===== config.mk =====
export PLATFORM = sky130hd
export DESIGN_NAME = spi_qstat_reg
export DESIGN_NICKNAME = d
export VERILOG_FILES = /design/src/rtl/spi_qstat_pkg.sv /design/src/rtl/spi_qstat_evt.sv /design/src/rtl/spi_qstat_flag.sv /design/src/rtl/spi_qstat_run.sv /design/src/rtl/spi_qstat_reg.sv
export SDC_FILE = /design/constraint.sdc
export NUM_CORES = 1
export LEC_CHECK = 0
export ABC_AREA = 1
export BUFFER_PORTS_ARGS = -buffer_cell sky130_fd_sc_hd__buf_2
export CORE_UTILIZATION = 25
export CTS_CLUSTER_SIZE = 8
export DETAILED_ROUTE_END_ITERATION = 8
export GPL_ROUTABILITY_DRIVEN = 0
export HOLD_SLACK_MARGIN = 0.1
export PLACE_DENSITY = 0.82
export REMOVE_ABC_BUFFERS = 1
export SYNTH_ARGS = -nofsm -noshare
export SYNTH_HDL_FRONTEND = slang
export SYNTH_SLANG_ARGS = --single-unit

===== constraint.sdc =====
create_clock -name clk_i -period 0.8 [get_ports clk_i]
set_input_delay 0.04 -clock clk_i [delete_from_list [all_inputs] [get_ports clk_i]]
set_output_delay 0.04 -clock clk_i [all_outputs]
set_load 0.1 [all_outputs]

===== src/rtl/spi_qstat_pkg.sv =====
package spi_qstat_pkg;
  localparam int unsigned STAT_W   = 32;
  localparam int unsigned NUM_FLAG = 5;

  // bit positions in the status word
  localparam int unsigned TCF_BIT  = 0;
  localparam int unsigned RUN_BIT  = 1;
  localparam int unsigned EOQ_BIT  = 3;
  localparam int unsigned TFUF_BIT = 4;
  localparam int unsigned TFFF_BIT = 6;
  localparam int unsigned RFOF_BIT = 12;

  // flag vector index
  typedef enum logic [2:0] {
    F_TCF  = 3'd0,
    F_EOQ  = 3'd1,
    F_TFUF = 3'd2,
    F_TFFF = 3'd3,
    F_RFOF = 3'd4
  } flag_idx_e;

  typedef struct packed {
    logic last_bit;
    logic eoq_cmd;
    logic slave_mode;
    logic xfer_start;
    logic txf_full;
    logic txf_empty;
    logic rxf_full;
    logic shreg_full;
    logic dma_ack;
  } evt_t;

  function automatic int unsigned flag_pos(input int unsigned idx);
    case (idx)
      0:       flag_pos = TCF_BIT;
      1:       flag_pos = EOQ_BIT;
      2:       flag_pos = TFUF_BIT;
      3:       flag_pos = TFFF_BIT;
      default: flag_pos = RFOF_BIT;
    endcase
  endfunction

  function automatic logic [STAT_W-1:0] live_mask();
    logic [STAT_W-1:0] m;
    m = '0;
    for (int i = 0; i < NUM_FLAG; i++) m[flag_pos(i)] = 1'b1;
    m[RUN_BIT] = 1'b1;
    return m;
  endfunction
endpackage


===== src/rtl/spi_qstat_evt.sv =====
module spi_qstat_evt
  import spi_qstat_pkg::*;
#(
  parameter int unsigned NF = NUM_FLAG,
  parameter int unsigned W  = STAT_W
) (
  input  evt_t           evt_i,
  input  logic           wr_en_i,
  input  logic [W-1:0]   wr_data_i,
  output logic [NF-1:0]  set_o,
  output logic [NF-1:0]  clr_o,
  output logic           eoq_hit_o
);
  logic [NF-1:0] w1c;

  for (genvar g = 0; g < NF; g++) begin : g_w1c
    assign w1c[g] = wr_en_i & wr_data_i[flag_pos(g)];
  end

  assign eoq_hit_o = evt_i.last_bit & evt_i.eoq_cmd & ~evt_i.slave_mode;

  always_comb begin
    set_o = '0;
    clr_o = w1c;
    set_o[F_TCF]  = evt_i.last_bit;
    set_o[F_EOQ]  = eoq_hit_o;
    set_o[F_TFUF] = evt_i.xfer_start & evt_i.slave_mode & evt_i.txf_empty;
    set_o[F_RFOF] = evt_i.xfer_start & evt_i.rxf_full & evt_i.shreg_full;
    // room flag: level set while not full; DMA ack only clears when full
    set_o[F_TFFF] = ~evt_i.txf_full;
    clr_o[F_TFFF] = w1c[F_TFFF] | (evt_i.dma_ack & evt_i.txf_full);
  end
endmodule


===== src/rtl/spi_qstat_flag.sv =====
module spi_qstat_flag #(
  parameter bit RST_VAL = 1'b0
) (
  input  logic clk_i,
  input  logic rst_ni,
  input  logic set_i,
  input  logic clr_i,
  output logic q_o
);
  logic q_q;

  always_ff @(posedge clk_i or negedge rst_ni) begin
    if (!rst_ni)    q_q <= RST_VAL;
    else if (set_i) q_q <= 1'b1;
    else if (clr_i) q_q <= 1'b0;
  end

  assign q_o = q_q;

  AST_SET_WINS: assert property (@(posedge clk_i) disable iff (!rst_ni)
    set_i |=> q_o);
  AST_CLR_TAKES: assert property (@(posedge clk_i) disable iff (!rst_ni)
    (clr_i && !set_i) |=> !q_o);
  AST_FLAG_HOLD: assert property (@(posedge clk_i) disable iff (!rst_ni)
    (!set_i && !clr_i) |=> (q_o == $past(q_o)));
endmodule


===== src/rtl/spi_qstat_run.sv =====
module spi_qstat_run (
  input  logic clk_i,
  input  logic rst_ni,
  input  logic eoq_hit_i,
  input  logic start_i,
  input  logic stop_i,
  output logic run_o
);
  logic run_q;

  always_ff @(posedge clk_i or negedge rst_ni) begin
    if (!rst_ni)                  run_q <= 1'b0;
    else if (eoq_hit_i || stop_i) run_q <= 1'b0;
    else if (start_i)             run_q <= 1'b1;
  end

  assign run_o = run_q;

  AST_EOQ_BEATS_START: assert property (@(posedge clk_i) disable iff (!rst_ni)
    eoq_hit_i |=> !run_o);
  AST_STOP_BEATS_START: assert property (@(posedge clk_i) disable iff (!rst_ni)
    stop_i |=> !run_o);
  AST_START_RUNS: assert property (@(posedge clk_i) disable iff (!rst_ni)
    (start_i && !stop_i && !eoq_hit_i) |=> run_o);
endmodule


===== src/rtl/spi_qstat_reg.sv =====
module spi_qstat_reg
  import spi_qstat_pkg::*;
#(
  parameter int unsigned W = STAT_W
) (
  input  logic         clk_i,
  input  logic         rst_ni,
  input  logic         wr_en_i,
  input  logic [W-1:0] wr_data_i,
  output logic [W-1:0] rd_data_o,
  input  logic         last_bit_i,
  input  logic         eoq_cmd_i,
  input  logic         slave_mode_i,
  input  logic         xfer_start_i,
  input  logic         txf_full_i,
  input  logic         txf_empty_i,
  input  logic         rxf_full_i,
  input  logic         shreg_full_i,
  input  logic         dma_ack_i,
  input  logic         start_i,
  input  logic         stop_i,
  output logic         running_o
);
  localparam int unsigned NF = NUM_FLAG;
  localparam logic [W-1:0] LIVE = W'(live_mask());

  evt_t          evt;
  logic [NF-1:0] set_v, clr_v, flag_q;
  logic          eoq_hit, run;

  assign evt = '{last_bit: last_bit_i, eoq_cmd: eoq_cmd_i,
                 slave_mode: slave_mode_i, xfer_start: xfer_start_i,
                 txf_full: txf_full_i, txf_empty: txf_empty_i,
                 rxf_full: rxf_full_i, shreg_full: shreg_full_i,
                 dma_ack: dma_ack_i};

  spi_qstat_evt #(.NF(NF), .W(W)) u_evt (
    .evt_i     (evt),
    .wr_en_i   (wr_en_i),
    .wr_data_i (wr_data_i),
    .set_o     (set_v),
    .clr_o     (clr_v),
    .eoq_hit_o (eoq_hit)
  );

  for (genvar g = 0; g < NF; g++) begin : g_flag
    spi_qstat_flag #(.RST_VAL(1'b0)) u_flag (
      .clk_i  (clk_i),
      .rst_ni (rst_ni),
      .set_i  (set_v[g]),
      .clr_i  (clr_v[g]),
      .q_o    (flag_q[g])
    );
  end

  spi_qstat_run u_run (
    .clk_i     (clk_i),
    .rst_ni    (rst_ni),
    .eoq_hit_i (eoq_hit),
    .start_i   (start_i),
    .stop_i    (stop_i),
    .run_o     (run)
  );

  always_comb begin
    rd_data_o = '0;
    for (int i = 0; i < NF; i++) rd_data_o[flag_pos(i)] = flag_q[i];
    rd_data_o[RUN_BIT] = run;
  end

  assign running_o = run;

  AST_RSVD_ZERO: assert property (@(posedge clk_i) disable iff (!rst_ni)
    (rd_data_o & ~LIVE) == '0);
  AST_EOQ_STOPS: assert property (@(posedge clk_i) disable iff (!rst_ni)
    $rose(rd_data_o[EOQ_BIT]) |-> !running_o);
  AST_EOQ_MASTER_ONLY: assert property (@(posedge clk_i) disable iff (!rst_ni)
    $rose(rd_data_o[EOQ_BIT]) |-> $past(!slave_mode_i && last_bit_i));
  AST_TFUF_SLAVE_ONLY: assert property (@(posedge clk_i) disable iff (!rst_ni)
    $rose(rd_data_o[TFUF_BIT]) |-> $past(slave_mode_i && txf_empty_i));
  AST_TFFF_ROOM: assert property (@(posedge clk_i) disable iff (!rst_ni)
    !txf_full_i |=> rd_data_o[TFFF_BIT]);
  AST_RFOF_CAUSE: assert property (@(posedge clk_i) disable iff (!rst_ni)
    $rose(rd_data_o[RFOF_BIT]) |-> $past(rxf_full_i && shreg_full_i));
endmodule


==> summary.md <==
| Metric | Value |
|---|---|
| Worst Path Buf+Inv | `1` |
| Vias in the first global route | `420` |
| CP Launch Type | `register` |
| Clk_lat worst skew | `230 ps` |
| # setup viols final | `7` |
| Util after Layout | `44.8%` |
| Initial antenna violation count | `0` |
| Final ANT Viol Nets | `0` |
| Outcome | `finished with violations` |
| Hold Path Cell Cnt | `4` |
| Cell variety after synth | `9` |
| YS warnings | `0` |
| HP Class | `input port to register` |
| Reg-to-reg setup timing slack | `30 ps` |
| Clk_skew | `0 ps` |
| Final worst path period share | `112%` |
| LEAKAGE | `0.441 nW` |
| Final net count | `149` |
| Starting density of the core | `27.5%` |
| Layout cell share with drive strength beyond 1 | `28.7%` |
| Die Ht | `46.3 um` |
| P&R area growth vs syn | `63.0%` |
| Critical path fanouts, max | `3` |
| Failing checks | `negative setup slack` |
| Worst R2R Path Depth | `2` |
| WL/cell | `8.02 um` |
| Peak supply drop | `0.745 mV` |
| Most common cell after layout, fill and taps aside | `conb_1` |
| Crit path cell chain | `buf_12` |
| Avg Inst Size Synth | `7.79 um2` |
| Vias per Instance | `3.40` |
| First-pass GRT wire length | `1530 um` |
| Setup_tns | `-476 ps` |
| Commonest non-fill, non-tap cells in the layout | `conb_1 (26), buf_2 (18), dlygate4sd3_1 (17), nand2_1 (14), buf_12 (7)` |
| Input/output buffers | `25` |
| Critical Path AT | `850 ps` |
| Final WL | `1010 um` |
| Fin. Hold Viols | `0` |
| Power Dens Cells | `2150 mW/mm2` |
| FP Rows | `15` |
| FF-to-FF End | `u_run.run_o` |
| DP Wirelength | `696 um` |
| Dpl ws | `4.99 ps` |
| Hold path startpoint | `wr_en_i` |
| Origin of the critical flop-to-flop path | `u_run.run_o` |
| RSZ-0062 raised after global routing | `true` |
| H-tree levels | `1` |
| GRT Util Overall | `10.3%` |
| Hold worst-path end | `g_flag[4].u_flag.q_o` |
| Worst setup margin | `-92.5 ps` |
| Root Buffer | `clkbuf_4` |
| Clock sinks | `6` |
| I/O pins | `79` |
| Detailed Route Iter0 Violations | `0` |
| Clk pin slew, worst setup/hold paths | `50 ps` |
| Slew Limit Fails | `0` |
| DRC violations left | `0` |
| MaxCap Viol Count | `0` |
| Largest net degree at the start of global routing | `7` |
| Fmax | `1120 MHz` |
| Gr ovfl total | `0` |
| Critical Path End Type | `primary output` |
| Sequential fraction of the synthesis area | `30.6%` |
| Post-synth top area share | `49.0%` |
| Diode count | `0` |
| CP top delay family | `flip-flops` |
| Worst-case clock buffer depth | `2` |
| Synth top area cells | `buf_4 (49%), dfrtp_1 (31%), nand2_1 (11%)` |
| Post-synthesis register bit count | `6` |
| Max stage delay on crit path | `440 ps` |
| Final min period | `892 ps` |
| WS Path Type | `register to primary output` |
| Mapped Cells | `63` |
| Die Footprint | `0.00214 mm2` |
| Cell area after synthesis | `490 um2` |
| Data required time of the worst path | `760 ps` |
| Total power | `1.72 mW` |
| CTS tree | `done` |
| DR vias | `429` |
| Critical-path top delay cell | `dfrtp_2` |
| DIE WIDTH | `46.3 um` |
| Layout Cells excl Fill | `126` |
| CTS Buf Count | `3` |
| 1st-pass router iterations | `1` |
| Area of the core | `0.00178 mm2` |
| Placed cell count | `106` |
| Dominant cell type by area after synthesis | `buf_4` |
| Setup bufs post-CTS | `0` |
-- state kept, by name (all words and copies together) (netlist names) --
| signal | count |
|---|---|
| u_run.run_o | 1 |
| g_flag.u_flag.q_o | 5 |
-- layout make-up --
cell class              count  area, um2
well taps                  25       31.3
fillers                   168        983
inverters                   3       11.3
repair buffers             42        400
multi-input cells          47        183
clock buffers               3       22.5
flip-flops and latches      6        151
-- Yosys cell counts --
| master | n |
|---|---|
| buf_4 | 32 |
| nand2_1 | 14 |
| dfrtp_1 | 6 |
| inv_1 | 3 |
| nand3_1 | 3 |
| nor2_1 | 2 |
| conb_1 | 1 |
| o21ai_0 | 1 |
| o21ai_1 | 1 |
-- how the worst max path moves through the flow --
stage	to	startpoint	slack [ps]	depth (start not counted)
floorplan	u_run.run_o	u_run.run_o	-1060	2
global placement	u_run.run_o	u_run.run_o	-5	2
detailed placement	u_run.run_o	u_run.run_o	5	2
CTS	running_o	u_run.run_o	-100	1
global route	running_o	u_run.run_o	-120	1
finish	running_o	u_run.run_o	-90	1
-- metal layers --
layer	up-vias	track usage, %	wire [um]
li1	209	-	-
met2	33	21.1	566
met3	0	0.392	86
met1	187	8.67	358
met4	0	8.82	0
met5	-	0	0
-- per-stage QoR --
step                      instance area, um2  hold slack [ps]
final                                    800              112
after floorplan                          344             -256
after CTS                                800              107
after global placement                   606             -132
after detailed placement                 606             -131
after global routing                     800              123
-- report_power, final --
group	total [mW]	switching, mW	leakage (nW)	internal (mW)
clock	0.271	0.101	0.0138	0.169
combinational	1.08	0.850	0.358	0.230
sequential	0.369	0.0340	0.0696	0.335
total	1.72	0.985	0.441	0.734
-- repair_timing --
| action | in CTS | in global routing |
|---|---|---|
| setup endpoints to repair | 7 | 8 |
| pin swaps | 0 | 0 |
| hold endpoints to repair | 12 | 0 |
| hold buffers | 17 | 0 |
| resized for setup | 1 | 0 |
| cloned | 0 | 0 |
-- worst register-to-register path, delay by kind of cell (launching register included) --
family          cells  cell delay (ps)
flops               1              440
compound gates      1              170
simple gates        1               50
-- kinds of logic after synthesis --
family	Yosys count	synth area share, %
AOI/OAI and AO/OA	2	2.04
buffers and inverters	35	51.3
DFF	6	30.6
other	1	0.765
and+or+nand+nor	19	15.3
Note: power is estimated with default switching activity, not from simulation.
